**src/rtl/sctl_pkg.sv**
```systemverilog
package sctl_pkg;
   // positions of the raw serial wires inside the synchronizer vector
   localparam int SYN_CLK = 0;
   localparam int SYN_DAT = 1;
   localparam int SYN_EN  = 2;
   localparam int SYN_N   = 3;
   // idle levels: clock low, data low, enable deasserted (high)
   localparam logic [SYN_N-1:0] SYN_IDLE = 3'b100;
endpackage

```
**src/rtl/sctl_sync.sv**
```systemverilog
module sctl_sync #(
   parameter int W = 3,
   parameter int STAGES = 2,
   parameter logic [W-1:0] RST_VAL = '0
) (
   input  logic         clk,
   input  logic         rst,
   input  logic [W-1:0] d,
   output logic [W-1:0] q
);
   if (STAGES < 2) begin : g_bad_stages
      $error("sctl_sync: STAGES must be at least 2");
   end

   logic [W-1:0] chain [STAGES];

   for (genvar s = 0; s < STAGES; s++) begin : g_stage
      always_ff @(posedge clk) begin
         if (rst) chain[s] <= RST_VAL;
         else if (s == 0) chain[s] <= d;
         else chain[s] <= chain[(s == 0) ? 0 : s-1];
      end
   end

   assign q = chain[STAGES-1];
endmodule

```
**src/rtl/sctl_frame.sv**
```systemverilog
module sctl_frame #(
   parameter int WORD_W = 19,
   parameter int ADDR_W = 2,
   parameter logic [ADDR_W-1:0] ADDR_VAL = '1,
   localparam int CNT_W = $clog2(ADDR_W + 1)
) (
   input  logic              clk,
   input  logic              rst,
   input  logic              sclk_rise,
   input  logic              en_fall,
   input  logic              s_active,
   input  logic              din,
   output logic [CNT_W-1:0]  cnt_q,
   output logic              addr_ok,
   output logic [WORD_W-1:0] sr_q
);
   logic [ADDR_W-1:0] addr_sh;

   assign addr_ok = (cnt_q == CNT_W'(ADDR_W)) && (addr_sh == ADDR_VAL);

   always_ff @(posedge clk) begin
      if (rst) begin
         cnt_q   <= '0;
         addr_sh <= '0;
         sr_q    <= '0;
      end else if (en_fall) begin
         cnt_q   <= '0;
      end else if (sclk_rise && s_active) begin
         if (cnt_q < CNT_W'(ADDR_W)) begin
            cnt_q   <= cnt_q + 1'b1;
            if (ADDR_W > 1) addr_sh <= {addr_sh[(ADDR_W>1 ? ADDR_W-2 : 0):0], din};
            else            addr_sh <= ADDR_W'(din);
         end else if (addr_sh == ADDR_VAL) begin
            // newest bit enters at the top, oldest falls off the bottom
            sr_q <= {din, sr_q[WORD_W-1:1]};
         end
      end
   end
endmodule

```
**src/rtl/sctl_hold.sv**
```systemverilog
module sctl_hold #(
   parameter int WORD_W = 19,
   parameter int DIV_W  = 14
) (
   input  logic              clk,
   input  logic              rst,
   input  logic              load,
   input  logic [WORD_W-1:0] sr_q,
   output logic              upd,
   output logic [1:0]        out_gp,
   output logic [1:0]        ref_sel,
   output logic              fm_mode,
   output logic [DIV_W-1:0]  div_code,
   output logic [DIV_W:0]    div_ratio
);
   localparam int P_GP2 = WORD_W - 1;
   localparam int P_GP1 = WORD_W - 2;
   localparam int P_RB  = WORD_W - 3;
   localparam int P_RA  = WORD_W - 4;
   localparam int P_FM  = WORD_W - 5;

   logic [WORD_W-1:0] word_q;

   always_ff @(posedge clk) begin
      if (rst) begin
         word_q <= '0;
         upd    <= 1'b0;
      end else begin
         upd <= load;
         if (load) word_q <= sr_q;
      end
   end

   assign out_gp    = {word_q[P_GP2], word_q[P_GP1]};
   assign ref_sel   = {word_q[P_RA], word_q[P_RB]};
   assign fm_mode   = word_q[P_FM];
   assign div_code  = word_q[DIV_W-1:0];
   assign div_ratio = {1'b0, div_code} + (DIV_W+1)'(1);
endmodule

```
**src/rtl/synth_ctrl_loader.sv**
```systemverilog
module synth_ctrl_loader #(
   parameter int WORD_W = 19,
   parameter int DIV_W  = 14,
   parameter int ADDR_W = 2,
   parameter logic [ADDR_W-1:0] ADDR_VAL = '1,
   parameter int SYNC_STAGES = 2,
   localparam int CNT_W = $clog2(ADDR_W + 1)
) (
   input  logic             clk,
   input  logic             rst,
   input  logic             ser_clk,
   input  logic             ser_dat,
   input  logic             ser_en_n,
   output logic             upd,
   output logic [1:0]       out_gp,
   output logic [1:0]       ref_sel,
   output logic             fm_mode,
   output logic [DIV_W-1:0] div_code,
   output logic [DIV_W:0]   div_ratio
);
   import sctl_pkg::*;

   if (WORD_W != DIV_W + 5) begin : g_bad_word
      $error("synth_ctrl_loader: WORD_W must equal DIV_W + 5");
   end
   if (ADDR_W < 1) begin : g_bad_addr
      $error("synth_ctrl_loader: ADDR_W must be at least 1");
   end

   logic [SYN_N-1:0] s_now, s_prev;
   logic sclk_rise, en_fall, en_rise, s_active, addr_ok, load;
   logic [CNT_W-1:0]  cnt_q;
   logic [WORD_W-1:0] sr_q;

   sctl_sync #(.W(SYN_N), .STAGES(SYNC_STAGES), .RST_VAL(SYN_IDLE)) u_sync (
      .clk(clk), .rst(rst),
      .d({ser_en_n, ser_dat, ser_clk}),
      .q(s_now)
   );

   always_ff @(posedge clk) begin
      if (rst) s_prev <= SYN_IDLE;
      else     s_prev <= s_now;
   end

   assign sclk_rise = s_now[SYN_CLK] & ~s_prev[SYN_CLK];
   assign en_fall   = ~s_now[SYN_EN] &  s_prev[SYN_EN];
   assign en_rise   =  s_now[SYN_EN] & ~s_prev[SYN_EN];
   assign s_active  = ~s_now[SYN_EN];
   assign load      = en_rise & addr_ok;

   sctl_frame #(.WORD_W(WORD_W), .ADDR_W(ADDR_W), .ADDR_VAL(ADDR_VAL)) u_frame (
      .clk(clk), .rst(rst),
      .sclk_rise(sclk_rise), .en_fall(en_fall), .s_active(s_active),
      .din(s_now[SYN_DAT]),
      .cnt_q(cnt_q), .addr_ok(addr_ok), .sr_q(sr_q)
   );

   sctl_hold #(.WORD_W(WORD_W), .DIV_W(DIV_W)) u_hold (
      .clk(clk), .rst(rst), .load(load), .sr_q(sr_q),
      .upd(upd), .out_gp(out_gp), .ref_sel(ref_sel), .fm_mode(fm_mode),
      .div_code(div_code), .div_ratio(div_ratio)
   );
endmodule

```
**config.mk**
```make
export PLATFORM = sky130hd
export DESIGN_NAME = synth_ctrl_loader
export DESIGN_NICKNAME = d
export VERILOG_FILES = /design/src/rtl/sctl_pkg.sv /design/src/rtl/sctl_sync.sv /design/src/rtl/sctl_frame.sv /design/src/rtl/sctl_hold.sv /design/src/rtl/synth_ctrl_loader.sv
export SDC_FILE = /design/constraint.sdc
export NUM_CORES = 1
export LEC_CHECK = 0
export CORE_MARGIN = 1.5
export CORE_UTILIZATION = 25
export DETAILED_ROUTE_END_ITERATION = 7
export GPL_TIMING_DRIVEN = 0
export SYNTH_ARGS = -nofsm -noshare
export SYNTH_HDL_FRONTEND = slang
export SYNTH_SLANG_ARGS = --single-unit
```
**constraint.sdc**
```tcl
create_clock -name clk -period 3.25 [get_ports clk]
set_clock_uncertainty 0.2 [all_clocks]
set_input_delay 0.325 -clock clk [delete_from_list [all_inputs] [get_ports clk]]
set_output_delay 0.325 -clock clk [all_outputs]
set_load 0.005 [all_outputs]
```
==> flow_metrics.tcl, run 1 <==
set metrics [dict create \
    min_period_ns 2.72 \
    grt_pass1_vias 1614 \
    post-route-util_pct 33.5 \
    critPathArrivalTime_ns 2.20 \
    place_hpwl_um 3160 \
    die_x_um 96.2 \
    startpoint "u_hold.word_q[0]$_SDFFE_PP0P_" \
    slowest_stage "clkdlybuf4s50_1" \
    synth_cell_types 34 \
    critPathRequiredTime_ns 2.72 \
    dp.cells 375 \
    rows 33 \
    syn-num-nets 238 \
    cts_root_buf "clkbuf_8" \
    clkTransAtPathRegs_ns 0.09 \
    antenna_found_initial 0 \
    setup_viol 0 \
    drt_wl_total_um 4370 \
    rr_startpoint "u_frame.cnt_q[1]$_SDFFE_PP0P_" \
    synth-seq-area-share_pct 47.0 \
    rr_worst_depth 6 \
    p_comb_share_pct 2.5 \
    ys_seq_elements 51 \
    yosys_warnings 0 \
    drt-pass1-iter-count 4 \
    cts_inserted_buffers 5 \
    grt_pass1_wl_um 7310 \
    synth_area_mm2 0.00217 \
    gp_congestion 0.708 \
    power.switching_uw 218 \
    cts_tree "built" \
    path_buf_inv 1 \
    syn_to_final_growth_pct 28.0 \
    final_cell_mix "dfxtp_1 (51), clkdlybuf4s50_1 (39), nand3_1 (24)" \
    drv_cap 0 \
    clock-sinks 51 \
    crit_path_start_kind "flip-flop" \
    endpoint "div_ratio[10]" \
    fillers 866 \
    die_area_mm2 0.00925 \
    io_buffers 39 \
    synth_area_per_cell_um2 9.40 \
    drc_errors 0 \
    worstSetupPathDepth 5 \
    mostFrequentLayoutCell "dfxtp_1" \
    dieHeight_um 96.2 \
    setup_tns_ns 0 \
    p_leak_uw 0.00103 \
    final_cells 383 \
    post_cts_resized 0 \
    worstMarginPinSlew_ns 0.468 \
    synthCells 231 \
    timing.rr.end "u_hold.word_q[17]$_SDFFE_PP0P_" \
    grt-ovfl-total 0 \
    ant_nets 0 \
    track_usage_pct 10.1 \
    fmax_mhz 368 \
    slowest_delay_ns 0.51 \
    drive_above_1_share_pct 8.27 \
    pwr-share-clk_pct 35.1 \
    ctsLongestPathBuffers 2 \
    report.final.slew_viol_count 0 \
    crit_type "reg2out" \
    crit_path_cell_trace "ha_1 > nand2_1 > nor4_1 > xor2_1 > clkdlybuf4s50_1" \
    finalCritPeriodShare_pct 83.7 \
    rsz0062_at_grt "false" \
    r2r_slack_ns 1.51 \
    htree_levels 2 \
    intPower_uw 793 \
    switching_share_pct 21.6 \
    ir_drop_mv 0.140 \
    power_density_mw_per_mm2 364 \
    post_cts_buffers 0 \
    hold_viol_final 0 \
    p_seq_share_pct 62.3 \
    worstSkewPairLatency_ns 0.30 \
    start_util_pct 26.2 \
    num_io_pins 40 \
    routedWlPerCell_um 11.4 \
    diodes 0 \
    dr.first_iter.drc_count 81 \
    cp_max_fo 7 \
    worst_hold_path_type "reg2reg" \
    grt_max_degree 16 \
    vias 1710 \
    max-slew-margin-rel_pct 68.8 \
    outcome "finished, final reports clean" \
    core-area_mm2 0.00830 \
    crit_family "simple AND/OR/NAND/NOR gates" \
    routed_via_density 4.46 \
    cts_hold_buf 0 \
    nNetsFinal 284 \
    end_kind "output pin" \
]
## power by group through the flow
stage                     Sequential, uW  Combinational, uW  Clock (uW)
after floorplan                      645               16.1           0
after global placement               645               25.6           0
after detailed placement             645               26.0           0
after CTS                            631               26.0         364
after global routing                 631               28.0         391
final                                631               25.5         355
## per-stage QoR
step           power [uW]  setup WS, ns  hold slack, ns  instance area (um^2)
2_1_floorplan         661          1.47           0.189                  2170
3_3_place_gp          671         0.868           0.192                  2690
3_5_place_dp          671         0.865           0.199                  2690
4_1_cts              1020         0.520           0.219                  2780
5_1_grt              1050         0.370           0.228                  2780
6_report             1010         0.530           0.215                  2780
## routing by layer
layer | vias up | routed length, um | GRT usage, %
met4 | 0 | 49 | 2.57
met3 | 7 | 268 | 2.84
met2 | 47 | 1850 | 17.0
li1 | 893 | - | -
met1 | 763 | 2200 | 12.6
met5 | - | 0 | 0
## cell usage after synthesis, drive strengths merged
cell type	number	area, um^2
ha	2	25.0
nand3	26	140
nand2b	22	138
nor3	5	30.0
a21oi	20	100
and3	2	12.5
buf	6	41.3
o21a	1	7.51
xnor2	4	35.0
and2	1	6.26
nand4	1	6.26
nand3b	1	7.51
nor4	4	25.0
nor3b	1	12.5
nor2b	5	31.3
inv	5	18.8
o21ai	20	100
xor2	8	70.1
a21boi	1	7.51
clkbuf	9	35.0
or3b	1	11.3
or2	3	18.8
nor4b	1	15.0
dfxtp	51	1020
nand2	5	18.8
or3	1	6.26
and3b	1	8.76
mux2i	21	210
nor2	3	11.3
## kinds of logic after synthesis
logic type,count (synthesis),synth area share [%]
buf+inv,20,4.38
compound gates,42,9.91
fa+ha+maj,2,1.15
flops,51,47.0
mux,21,9.68
xor+xnor,12,4.84
simple gates,83,23.0
## area by class of cell
| cell class | count | area, um^2 | area share [%] |
|---|---|---|---|
| multi-input combinational | 160 | 1050 | 38.0 |
| sequential | 51 | 1020 | 36.8 |
| timing repair buffer | 39 | 390 | 14.1 |
| tap | 105 | 131 | 4.73 |
| buffer | 15 | 76.3 | 2.75 |
| clock buffer | 6 | 72.6 | 2.61 |
| inverter | 5 | 18.8 | 0.676 |
| clock inverter | 2 | 12.5 | 0.450 |
## how the worst min path moves through the flow
stage                                                to  depth (start not counted)                     startpoint  slack [ns]
after floorplan           u_sync.chain[1][2]$_SDFF_PP1_                          1  u_sync.chain[0][2]$_SDFF_PP1_        0.19
after global placement    u_sync.chain[1][2]$_SDFF_PP1_                          1  u_sync.chain[0][2]$_SDFF_PP1_        0.19
after detailed placement  u_sync.chain[1][2]$_SDFF_PP1_                          1  u_sync.chain[0][2]$_SDFF_PP1_        0.20
after CTS                 u_sync.chain[1][2]$_SDFF_PP1_                          1  u_sync.chain[0][2]$_SDFF_PP1_        0.22
after global routing      u_sync.chain[1][2]$_SDFF_PP1_                          1  u_sync.chain[0][2]$_SDFF_PP1_        0.23
final                     u_sync.chain[1][2]$_SDFF_PP1_                          1  u_sync.chain[0][2]$_SDFF_PP1_        0.22
## sequential cells by signal (all words and copies together) (netlist names)
name             flops
u_hold.word_q       19
u_hold.upd           1
u_frame.addr_sh      2
u_frame.cnt_q        2
u_frame.sr_q        19
u_sync.chain         6
s_prev               2
Power figures use the tool's default switching activity.
==> run 2: changes to the inputs <==
clock period = 2.68 ns   (was 3.25 ns; I/O delays follow)
==> run 2 against run 1 <==
  * Power is 21% higher
  * Sequential power is 21% higher
  * Critical endpoint is now div_ratio[12]
  * Routed wire length is 0.23% lower
  * Sequential share of layout area is 0.39 points lower
  * Core utilization is 0.44 points higher
  * Largest power group unchanged
  * Critical path type unchanged
  * Global-route usage stayed put
  * Sequential cell count stayed put
  * Clock power is 21% higher
  * Register-to-register slack worse by 0.57 ns
  * Count of clock-buffer cells in the layout stayed put
==> flow_metrics.tcl, run 2 (synthesis gave the netlist of run 1 again) <==
set metrics [dict create \
    rsz0062_at_grt "false" \
    drc_errors 0 \
    gp_congestion 0.708 \
    ir_drop_mv 0.169 \
    p_total_uw 1230 \
    hold_end "u_sync.chain[1][2]$_SDFF_PP1_" \
    die_x_um 96.2 \
    cts_tree "built" \
    die_area_mm2 0.00925 \
    dieHeight_um 96.2 \
    grt-ovfl-total 0 \
    start_util_pct 26.2 \
    antenna_found_initial 0 \
    htree_levels 2 \
    timing.rr.end "u_hold.word_q[17]$_SDFFE_PP0P_" \
    cts_hold_buf 0 \
    gr-usage-met3_pct 2.84 \
    io_buffers 39 \
    worst_hold_path_type "reg2reg" \
    end_kind "output pin" \
    routedWlPerCell_um 11.4 \
    rr_worst_depth 6 \
    mostFrequentLayoutCell "dfxtp_1" \
    ant_nets 0 \
    use_met2_pct 17.0 \
    report.final.slew_viol_count 0 \
    cts_root_buf "clkbuf_8" \
    drive_above_1_share_pct 10.8 \
    routed_via_density 4.42 \
    crit_path_start_kind "flip-flop" \
    fillers 861 \
    drt_wl_total_um 4360 \
    syn_to_final_growth_pct 29.6 \
    diodes 0 \
    max-slew-margin-rel_pct 68.8 \
    r2r_slack_ns 0.94 \
    place_hpwl_um 3160 \
    critPathArrivalTime_ns 2.05 \
    min_period_ns 2.51 \
    post_cts_resized 0 \
    grt_pass1_vias 1614 \
    core-area_mm2 0.00830 \
    vias 1694 \
    setup_viol 0 \
    clkTransAtPathRegs_ns 0.09 \
    grt_max_degree 16 \
    outcome "finished, final reports clean" \
    final_cell_mix "dfxtp_1 (49), clkdlybuf4s50_1 (39), nand3_1 (23)" \
    ctsLongestPathBuffers 2 \
    nNetsFinal 284 \
    power_density_mw_per_mm2 436 \
    worstSkewPairLatency_ns 0.30 \
    track_usage_pct 10.1 \
    fmax_mhz 398 \
    seq_area_mm2 0.00102 \
    crit_type "reg2out" \
    grt_pass1_wl_um 7310 \
    grtUsageMet1_pct 12.6 \
    clock-sinks 51 \
    drv_cap 0 \
    rr_startpoint "u_frame.cnt_q[1]$_SDFFE_PP0P_" \
    multiInputGateArea_mm2 0.00109 \
    finalCritPeriodShare_pct 93.8 \
    cp_max_fo 7 \
    hold_viol_final 0 \
    globalRoute.busiestLayer "met2" \
    post_cts_buffers 0 \
    cts_inserted_buffers 5 \
    num_io_pins 40 \
    drt-pass1-iter-count 4 \
    top_regs "u_frame.sr_q (19), u_hold.word_q (19), u_sync.chain (6)" \
    p_leak_uw 0.00103 \
    setup_tns_ns 0 \
    dr.first_iter.drc_count 84 \
    rows 33 \
    holdPathStages 1 \
    post-route-util_pct 33.9 \
    worstMarginPinSlew_ns 0.468 \
    critPathRequiredTime_ns 2.21 \
    hp-start "u_sync.chain[0][2]$_SDFF_PP1_" \
]
## run 2: cell counts in the layout (fill, tap and decap cells not counted)
No cell type changed its count.
## run 2: per-stage QoR
step	cell area, um^2	std cells	hold slack (ns)	worst slack (ns)
2_1_floorplan	2170	231	0.172	0.957
3_3_place_gp	2690	375	0.192	0.355
3_5_place_dp	2690	375	0.199	0.352
4_1_cts	2780	383	0.219	0.00735
5_1_grt	2810	383	0.228	0.00295
6_report	2810	383	0.215	0.167
## run 2: worst max-delay path: stages, from the launching register on
cell and delay (ns):
dfxtp_2 0.39, ha_1 0.24, nand2_2 0.13, nor4b_2 0.31, xor2_1 0.17, clkdlybuf4s50_1 0.51
## run 2: area by class of cell
| cell class | count | share of cell area, % |
|---|---|---|
| plain buffers | 15 | 2.71 |
| well taps | 105 | 4.67 |
| repair buffers | 39 | 13.9 |
| clock buffers | 6 | 2.58 |
| multi-input cells | 160 | 38.7 |
| clock inverters | 2 | 0.445 |
| flip-flops and latches | 51 | 36.4 |
| inverters | 5 | 0.667 |
## run 2: worst max path at each step
| stage | from | to | slack (ns) | cells past startpoint |
|---|---|---|---|---|
| after global routing | u_hold.word_q[2]$_SDFFE_PP0P_ | div_ratio[13] | 0.003 | 4 |
| after detailed placement | u_hold.word_q[0]$_SDFFE_PP0P_ | div_ratio[10] | 0.35 | 5 |
| after CTS | u_hold.word_q[0]$_SDFFE_PP0P_ | div_ratio[10] | 0.007 | 5 |
| final | u_hold.word_q[0]$_SDFFE_PP0P_ | div_ratio[12] | 0.17 | 5 |
| after global placement | u_hold.word_q[0]$_SDFFE_PP0P_ | div_ratio[10] | 0.36 | 5 |
| after floorplan | u_hold.word_q[0]$_SDFFE_PP0P_ | div_ratio[10] | 0.96 | 4 |
## run 2: per-layer routing
layer  wire length (um)  share of wire, %  up-vias
met1               2200                51      756
li1                   -                 -      890
met2               1860                43       41
met5                  0                 0        -
met4                 49               1.1        0
met3                251               5.8        7
## run 2: power by group
part | internal, uW | switching [uW] | total (uW) | leakage [uW]
clock network | 183 | 248 | 431 | 0.0000412
logic | 16.8 | 14.2 | 31.0 | 0.000574
registers | 762 | 2.51 | 765 | 0.000413
total | 962 | 265 | 1230 | 0.00103
==> run 3: changes to the inputs <==
CORE_ASPECT_RATIO = 1.75   (was default)
==> run 3 against run 2 <==
  * Non-clock buffer count stayed put
  * Clock power rose by 71%
  * Final cell count grew 2.6%
  * Critical path type unchanged
  * Largest power group unchanged
  * Highest routed layer unchanged
==> flow_metrics.tcl, run 3 (synthesis gave the netlist of run 1 again) <==
set metrics [dict create \
    outcome "finished, final reports clean" \
    setup_tns_ns 0 \
    ir_drop_mv 0.221 \
    grt_pass1_wl_um 7940 \
    worstMarginPinSlew_ns 0.459 \
    end_kind "output pin" \
    wl_met1_um 1910 \
    clkTransAtPathRegs_ns 0.07 \
    worst_hold_path_type "reg2reg" \
    htree_levels 2 \
    die_area_mm2 0.00927 \
    rr_startpoint "u_frame.cnt_q[1]$_SDFFE_PP0P_" \
    drt-pass1-iter-count 4 \
    clock-sinks 51 \
    crit_type "reg2out" \
    slowest_delay_ns 0.51 \
    hold_viol_final 0 \
    ant_nets 0 \
    grt-ovfl-total 0 \
    mostFrequentLayoutCell "dfxtp_1" \
    rsz0062_at_grt "false" \
    fillers 896 \
    track_usage_pct 10.8 \
    num_io_pins 40 \
    nNetsFinal 284 \
    report.final.slew_viol_count 0 \
    rr_worst_depth 6 \
    setup_viol 0 \
    finalCritPeriodShare_pct 94.5 \
    min_period_ns 2.53 \
    worstSkewPairLatency_ns 0.29 \
    die_x_um 73.4 \
    routed_via_density 4.42 \
    vias 1737 \
    critPathRequiredTime_ns 2.21 \
    cts_root_buf "clkbuf_16" \
    drive_above_1_share_pct 11.2 \
    highest_layer "met4" \
    worstSetupPathDepth 5 \
    holdWs_ns 0.212 \
    post_cts_buffers 0 \
    power_density_mw_per_mm2 526 \
    place_hpwl_um 3400 \
    routedWlPerCell_um 11.6 \
    crit_path_cell_trace "ha_2 > nand2_2 > nor4b_2 > xor2_1 > clkdlybuf4s50_1" \
    cp_max_fo 7 \
    wl_met2_um 2400 \
    top_regs "u_frame.sr_q (19), u_hold.word_q (19), u_sync.chain (6)" \
    hp-start "u_sync.chain[0][2]$_SDFF_PP1_" \
    r2r_slack_ns 0.89 \
    grt_pass1_vias 1710 \
    cts_tree "built" \
    fmax_mhz 395 \
    drt_wl_total_um 4570 \
    dr_wl_met3_um 131 \
    cts_hold_buf 0 \
    max-slew-margin-rel_pct 69.4 \
    rows 44 \
    p_leak_uw 0.00107 \
    core-area_mm2 0.00837 \
    grt_max_degree 16 \
    cts_inserted_buffers 5 \
    dr.first_iter.drc_count 127 \
    path_buf_inv 1 \
    crit_path_start_kind "flip-flop" \
    antenna_found_initial 0 \
    holdPathStages 1 \
    gp_congestion 0.762 \
    diodes 0 \
    drv_cap 0 \
    dieHeight_um 126 \
    crit_family "buffers and inverters" \
    final_cell_mix "dfxtp_1 (49), clkdlybuf4s50_1 (39), nand3_1 (24)" \
    syn_to_final_growth_pct 34.2 \
    startpoint "u_hold.word_q[0]$_SDFFE_PP0P_" \
    ctsLongestPathBuffers 2 \
    critPathArrivalTime_ns 2.06 \
    io_buffers 39 \
    drc_errors 0 \
    slowest_stage "clkdlybuf4s50_1" \
    start_util_pct 25.9 \
]
run 3: timing repair:
item | CTS | global route
gates resized for setup | 4 | 4
gates cloned | 0 | 0
endpoints found under the setup margin | 2 | 3
run 3: worst paths after layout:
path,end
worst max-delay path,div_ratio[12]
worst min register to register,u_sync.chain[1][2]$_SDFF_PP1_
worst max register to register,u_hold.word_q[11]$_SDFFE_PP0P_
worst min-delay path,u_sync.chain[1][2]$_SDFF_PP1_
run 3: cell type report:
cell class                      count  area (um^2)  share of cell area (%)
Multi-Input combinational cell    160         1090                    37.3
Clock buffer                        6          139                    4.77
Sequential cell                    51         1020                    35.1
Tap cell                          115          144                    4.94
Timing Repair Buffer               39          390                    13.4
Buffer                             15         76.3                    2.62
Clock inverter                      2         35.0                    1.20
Inverter                            5         18.8                   0.644
run 3: metal layers:
metal / GRT usage (%) / vias up
met5: 0 / -
met2: 18.4 / 32
met1: 12.3 / 808
met4: 5.01 / 0
li1: - / 886
met3: 2.88 / 11
run 3: report_power, final:
group	total [uW]	internal, uW	switching [uW]
logic	30.9	16.8	14.1
clock network	735	464	271
registers	765	763	2.52
run 3: metrics by stage:
stage	total power [uW]	instance area, um^2	cells	setup slack, ns	utilization, %
after floorplan	801	2170	231	0.957	-
after global placement	813	2710	385	0.269	32.3
after detailed placement	814	2710	385	0.235	32.3
after CTS	1550	2890	393	0.0666	34.5
after global routing	1590	2910	393	0.00528	34.8
final	1530	2910	393	0.148	34.8
